===== config.mk =====
export PLATFORM = sky130hd
export DESIGN_NAME = sci_irq_gen
export DESIGN_NICKNAME = d
export VERILOG_FILES = /design/src/rtl/sci_irq_pkg.sv /design/src/rtl/sci_irq_ctl_reg.sv /design/src/rtl/sci_irq_req.sv /design/src/rtl/sci_irq_gen.sv
export SDC_FILE = /design/constraint.sdc
export NUM_CORES = 1
export LEC_CHECK = 0
export CORE_AREA = 4 4 41 43
export CTS_BUF_LIST = sky130_fd_sc_hd__clkbuf_4
export CTS_CLUSTER_SIZE = 10
export DETAILED_ROUTE_END_ITERATION = 7
export DIE_AREA = 0 0 45 47
export DONT_BUFFER_PORTS = 1
export PLACE_DENSITY_LB_ADDON = 0.05
export SYNTH_ARGS = -nofsm -noshare
export SYNTH_HDL_FRONTEND = slang
export SYNTH_SLANG_ARGS = --single-unit

===== constraint.sdc =====
create_clock -name clk -period 0.8 [get_ports clk]
set_clock_uncertainty 0.1 [all_clocks]
set_input_delay 0.16 -clock clk [delete_from_list [all_inputs] [get_ports clk]]
set_output_delay 0.16 -clock clk [all_outputs]
set_load 0.05 [all_outputs]

===== src/rtl/sci_irq_pkg.sv =====
package sci_irq_pkg;

    localparam int EN_W  = 3;
    localparam int ERR_W = 3;

    typedef struct packed {
        logic tx;
        logic rx_exc;
        logic rx;
    } irq_en_t;

    typedef struct packed {
        logic tx;
        logic rx_exc;
        logic rx;
    } irq_req_t;

    localparam irq_en_t EN_CLEAR = '{tx: 1'b0, rx_exc: 1'b0, rx: 1'b0};

    function automatic irq_en_t unpack_en(input logic [EN_W-1:0] raw);
        irq_en_t e;
        e = irq_en_t'(raw);
        return e;
    endfunction

endpackage


===== src/rtl/sci_irq_ctl_reg.sv =====
module sci_irq_ctl_reg
    import sci_irq_pkg::*;
(
    input  logic                 clk,
    input  logic                 rst,
    input  logic                 soft_rst,
    input  logic                 wr,
    input  logic [EN_W-1:0]      wdata,
    output irq_en_t              en
);

    irq_en_t en_q;

    always_ff @(posedge clk) begin
        if (rst || soft_rst) begin
            en_q <= EN_CLEAR;
        end else if (wr) begin
            en_q <= unpack_en(wdata);
        end
    end

    assign en = en_q;

    // software reset clears all enables, over any write
    a_r3_soft_clear: assert property (@(posedge clk) disable iff (rst)
        soft_rst |=> (en == EN_CLEAR));

    // a write lands on the next edge
    a_r1_write_loads: assert property (@(posedge clk) disable iff (rst)
        (wr && !soft_rst) |=> (en == irq_en_t'($past(wdata))));

    // without a write or reset the enables hold
    a_r1_hold: assert property (@(posedge clk) disable iff (rst)
        (!wr && !soft_rst) |=> $stable(en));

endmodule


===== src/rtl/sci_irq_req.sv =====
module sci_irq_req
    import sci_irq_pkg::*;
#(
    parameter int NERR = ERR_W
) (
    input  irq_en_t              en,
    input  logic                 rx_full,
    input  logic                 tx_empty,
    input  logic [NERR-1:0]      err,
    output irq_req_t             req
);

    localparam int CHAIN_W = NERR + 1;

    logic [CHAIN_W-1:0] err_or;
    assign err_or[0] = 1'b0;

    for (genvar g = 0; g < NERR; g++) begin : g_err_or
        assign err_or[g+1] = err_or[g] | err[g];
    end

    logic exc_req;

    always_comb begin
        exc_req    = en.rx_exc & err_or[NERR];
        req.rx_exc = exc_req;
        req.rx     = en.rx & rx_full & ~exc_req;
        req.tx     = en.tx & tx_empty;
    end

endmodule


===== src/rtl/sci_irq_gen.sv =====
module sci_irq_gen
    import sci_irq_pkg::*;
(
    input  logic            clk,
    input  logic            rst,
    input  logic            soft_rst,
    input  logic            ctl_wr,
    input  logic [2:0]      ctl_wdata,
    input  logic            rx_full,
    input  logic            tx_empty,
    input  logic            err_parity,
    input  logic            err_framing,
    input  logic            err_overrun,
    output logic            irq_rx,
    output logic            irq_rx_exc,
    output logic            irq_tx
);

    irq_en_t          en;
    irq_req_t         req;
    logic [ERR_W-1:0] err_vec;

    assign err_vec = {err_overrun, err_framing, err_parity};

    sci_irq_ctl_reg u_ctl (
        .clk      (clk),
        .rst      (rst),
        .soft_rst (soft_rst),
        .wr       (ctl_wr),
        .wdata    (ctl_wdata),
        .en       (en)
    );

    sci_irq_req #(.NERR(ERR_W)) u_req (
        .en       (en),
        .rx_full  (rx_full),
        .tx_empty (tx_empty),
        .err      (err_vec),
        .req      (req)
    );

    assign irq_rx     = req.rx;
    assign irq_rx_exc = req.rx_exc;
    assign irq_tx     = req.tx;

    // the two receive lines are never raised together
    a_r7_rx_exclusive: assert property (@(posedge clk) disable iff (rst)
        $countones({irq_rx, irq_rx_exc}) <= 1);

    // no receive request while receive enable is clear
    a_r5_rx_gated: assert property (@(posedge clk) disable iff (rst)
        !en.rx |-> !irq_rx);

    // the exception line needs a raised error flag
    a_r6_exc_needs_err: assert property (@(posedge clk) disable iff (rst)
        irq_rx_exc |-> (err_parity || err_framing || err_overrun));

    // the transmit line needs an empty transmit register
    a_r8_tx_needs_empty: assert property (@(posedge clk) disable iff (rst)
        irq_tx |-> tx_empty);

    // the cycle after a hardware reset no request is possible
    a_r2_hw_clear: assert property (@(posedge clk)
        $past(rst) |-> !(irq_rx || irq_rx_exc || irq_tx));

endmodule


==> results of run 1 <==
-- stage by stage --
stage / TNS, ns / total power (W)
3_3_place_gp: -0.363 / 0.000202
2_1_floorplan: -0.370 / 0.000192
3_5_place_dp: -0.379 / 0.000202
5_1_grt: -1.04 / 0.000518
4_1_cts: -0.979 / 0.000510
6_report: -0.929 / 0.000497
-- routing by layer --
metal	track usage, %	up-vias	wire length, um
met2	5.93	11	191
met3	3.83	0	85
met4	5.26	0	0
met1	3.85	54	140
met5	0	-	0
li1	-	59	-
-- timing repair --
action	4_1_cts	5_1_grt
endpoints found under the hold margin	3	3
pin swaps	1	1
setup endpoints to repair	3	4
setup buffers	0	0
gates resized for setup	3	0
-- final timing paths --
check                                   end  slack, ns
worst min-delay path            u_ctl.en[2]      -0.11
worst min register to register  u_ctl.en[2]       0.45
worst max register to register  u_ctl.en[1]       0.07
worst max-delay path                 irq_rx      -0.37
-- cells in the mapped netlist --
cell type / count
dfxtp_1: 3
mux2i_1: 3
nor3_1: 3
and2_1: 1
nand2_1: 1
nor2_1: 1
o31a_1: 1
-- final cells by class --
type	count	area (sq um)
Fill cell	157	1070
Multi-Input combinational cell	10	86.3
Sequential cell	3	62.6
Timing Repair Buffer	2	31.3
Clock buffer	4	30.0
Tap cell	15	18.8
-- cells by family (layout without fill, tap and decap cells) --
kind of cell           count (synthesis)  after routing  synth area share, %
flip-flops                             3              3                 47.1
AO/OA/AOI/OAI                          1              1                 6.86
buffers and inverters                  0              6                    0
AND/OR/NAND/NOR                        6              6                 22.5
multiplexers                           3              3                 23.5
-- where the power goes --
| group | switching [W] | leakage (nW) | internal (W) | total, W |
|---|---|---|---|---|
| clock | 0.0000752 | 0.0184 | 0.000220 | 0.000296 |
| sequential | 0.00000286 | 0.0253 | 0.000156 | 0.000159 |
| combinational | 0.0000218 | 0.0470 | 0.0000202 | 0.0000419 |
-- cells in the final DEF, fill, tap and decap left out --
| cell type | count |
|---|---|
| nand2_1 | 1 |
| nor2_4 | 1 |
| mux2i_1 | 3 |
| clkbuf_4 | 4 |
| dfxtp_1 | 1 |
| nor3_1 | 3 |
| buf_6 | 1 |
| and2_4 | 1 |
| dfxtp_2 | 2 |
| buf_12 | 1 |
| o31a_4 | 1 |
-- critical path, stage by stage, from the launching register on --
cell     delay [ns]
dfxtp_2        0.32
o31a_4         0.12
nor2_4         0.10
buf_12         0.14
==> impl_metrics.yaml, run 1 <==
worst_setup_path:
  cp_max_fo: 2
  r2r_cells: 2
  path_class: "flop to primary output"
  critPathCaptureType: "primary output"
  worst_ep_required_time_ns: 0.54
  cp.arrival_ns: 0.91
  r2r-start: "u_ctl.en[1]"
  cp-start-kind: "flop"
  startpoint: "u_ctl.en[1]"
job:
  maxCapViolations: 0
status:
  violations: "hold timing, setup timing"
  status: "finished with violations"
sta:
  setup_violations: 3
  setup_slack_ns: -0.366
  slew_headroom_pct: 89.7
  rsz0062_at_grt: "true"
  clock.fmax_mhz: 858
  period_minus_slack_ns: 1.17
  whs_ns: -0.106
  period_share_pct: 146
  finalHoldViolCount: 3
  slew_viol_final: 0
  max_slew.worst_pin.slew_ns: 0.150
layout:
  final_nets: 32
  layout-drive-gt1-share_pct: 57.9
  largest_reg_flops: 3
  syn_to_final_growth_pct: 79.4
  n_antenna_cell: 0
  final_cells: 34
  utilization_pct: 17.6
  post-route-cell-area_sq_um: 229
grt:
  grtUsageTotal_pct: 4.50
  grt_overflow_total: 0
  grt_max_degree: 4
  grt_pass1_vias: 156
  grt_pass1_wl_um: 586
  antenna_found_initial: 0
synthesis:
  synth_top_area_share_pct: 47.1
  yosys.area.top_type: "dfxtp_1"
  synth.area.top_cells: "dfxtp_1 47%, mux2i_1 24%, nor3_1 12%"
  synth_fp_nets: 25
  ys_ff_latch: 3
  synth_cell_types: 7
  syn_inst: 13
  ys.warnings.count: 0
  ys_seq_area_share_pct: 47.1
  syn_area_sq_um: 128
  avgSynthCellArea_sq_um: 9.82
min_path:
  min_path_cells: 1
  min_from: "rst"
  min_path_type: "input pin to flop"
cts:
  cts-root-buf: "clkbuf_4"
  clockBufferDepth: 2
  h-tree-depth: 1
  clock-sinks: 3
  cts_inserted_buffers: 3
  clk_latency_ns: 0.23
  cts_tree: "yes"
  cts.clk_slew.worst_paths_ns: 0.04
floorplan:
  rows: 13
  io_pins: 15
  fp.dieH_um: 47
  die_w_um: 45
  initial_core_util_pct: 9.81
  coreArea_sq_um: 1300
  dieArea_sq_um: 2120
placed_design:
  dpl_cell_area_sq_um: 193
  pre_cts_ws_ns: -0.205
  io_buffers: 0
  dp_cells: 30
  gp_congestion: 0.541
route:
  viasPerCell: 3.65
  remaining_drc_errors: 0
  routedWlPerCell_um: 12.3
  drt-total-wl_um: 417
  first_iter_violations: 0
  dr.pass1.iters: 1
  ant_nets: 0
  vias: 124
pwr:
  cellPowerDensity_nw_per_um2: 2170
  vdd_ir_drop_max_mv: 0.516
  power_leakage_nw: 0.0907
No activity file was read; power rests on OpenSTA's default activity.
==> run 2: changes to the inputs <==
Settings changed: CORE_AREA 4 4 41 43 to 2 2 39 41, DIE_AREA 0 0 45 47 to 0 0 41 43, SETUP_SLACK_MARGIN from default to 0.2.
==> impl_metrics.yaml, run 2 (synthesis gave the netlist of run 1 again) <==
status:
  status: "finished with violations"
  violations: "hold timing, setup timing"
route:
  remaining_drc_errors: 0
  viasPerCell: 3.57
  dr.pass1.iters: 2
  ant_nets: 0
  vias: 125
  routedWlPerCell_um: 10.4
  first_iter_violations: 2
  drt-total-wl_um: 364
pwr:
  p_sw_share_pct: 20.1
  power_leakage_nw: 0.0919
  cellPowerDensity_nw_per_um2: 2130
  pwr-share-comb_pct: 8.4
  power.share.clock_pct: 59.5
  p_sw_w: 0.0000999
  p_int_w: 0.000397
  vdd_ir_drop_max_mv: 0.464
  seqPwrFrac_pct: 32.1
worst_setup_path:
  r2r_slack_ns: 0.07
  max_stage_delay_ns: 0.31
  r2r-start: "u_ctl.en[0]"
  cp.arrival_ns: 0.90
  critPathCaptureType: "primary output"
  cp_max_fo: 2
  crit_path_top_delay_cell: "dfxtp_2"
  crit_chain: "o31a_4 > nor2_4 > buf_12"
  cp_top_family: "flip-flops"
  startpoint: "u_ctl.en[1]"
  path_class: "flop to primary output"
  worst_ep_required_time_ns: 0.54
  cp-start-kind: "flop"
  path_buf_inv: 1
cts:
  clockBufferDepth: 2
  cts-root-buf: "clkbuf_4"
  cts_setup_buffers: 0
  cts_inserted_buffers: 3
  cts.clk_slew.worst_paths_ns: 0.04
  clk_latency_ns: 0.23
  h-tree-depth: 1
  clock-sinks: 3
  cts_tree: "yes"
min_path:
  min_path_type: "input pin to flop"
  min_from: "rst"
placed_design:
  gp_congestion: 0.583
  io_buffers: 0
  dpl_cell_area_sq_um: 195
grt:
  grtUsageTotal_pct: 5.01
  grt_max_degree: 4
  grt_pass1_wl_um: 524
  grt_overflow_total: 0
  antenna_found_initial: 0
  grt_pass1_vias: 139
sta:
  setup_tns_ns: -0.914
  rsz0062_at_grt: "true"
  period_share_pct: 145
  setup_violations: 3
  finalHoldViolCount: 3
  clock.fmax_mhz: 861
  whs_ns: -0.106
  period_minus_slack_ns: 1.16
  setup_slack_ns: -0.361
  slew_headroom_pct: 89.7
  max_slew.worst_pin.slew_ns: 0.150
  slew_viol_final: 0
floorplan:
  dieArea_sq_um: 1760
  rows: 14
  io_pins: 15
  coreArea_sq_um: 1380
  fp.dieH_um: 43
  initial_core_util_pct: 9.22
  die_w_um: 41
layout:
  layout_common_cells: "4 x clkbuf_4, 3 x mux2i_1, 3 x nor3_1, 3 x dfxtp_2"
  post-route-cell-area_sq_um: 234
  largest_reg_flops: 3
  multi_input_area_sq_um: 88.8
  n_antenna_cell: 0
  seq_area_sq_um: 63.8
  syn_to_final_growth_pct: 83.3
  final_common_cell: "clkbuf_4"
  n_fill_cell: 164
  layout-drive-gt1-share_pct: 68.4
  final_nets: 32
job:
  maxCapViolations: 0
## run 2: cell counts in the layout (fill, tap and decap cells not counted)
Identical to the previous run, type by type.
## run 2: cell type report
class,count,area share (%)
clock buffers,4,12.8
multi-input cells,10,38.0
flip-flops and latches,3,27.3
well taps,16,8.56
repair buffers,2,13.4
## run 2: power groups by stage
stage / logic [W] / registers (W) / clock network (W)
2_1_floorplan: 0.0000319 / 0.000160 / 0
3_3_place_gp: 0.0000414 / 0.000161 / 0
3_5_place_dp: 0.0000406 / 0.000161 / 0
4_1_cts: 0.0000422 / 0.000160 / 0.000308
5_1_grt: 0.0000441 / 0.000160 / 0.000324
6_report: 0.0000416 / 0.000160 / 0.000296
## run 2: per-stage QoR
stage,setup WS [ns],total power [W],instances,util (%)
3_3_place_gp,-0.202,0.000202,31,14.1
5_1_grt,-0.404,0.000528,35,16.9
4_1_cts,-0.376,0.000510,35,16.9
2_1_floorplan,-0.331,0.000192,13,-
3_5_place_dp,-0.203,0.000202,31,14.1
6_report,-0.361,0.000497,35,16.9
## run 2: metal layers
metal	wire length, um	up-vias	GRT usage, %
met5	0	-	0
met4	0	0	6.00
met2	146	11	5.31
met1	126	56	5.11
met3	91	0	4.19
li1	-	58	-
## run 2: timing repair
item,in CTS,in global routing
endpoints found under the hold margin,3,3
pin swaps,1,0
setup endpoints to repair,6,6
gates cloned,0,0
resized for setup,4,0
## run 2: final timing paths
check,to,depth (start not counted)
worst min register to register,u_ctl.en[2],2
worst max-delay path,irq_rx,3
worst max register to register,u_ctl.en[0],2
worst min-delay path,u_ctl.en[0],1
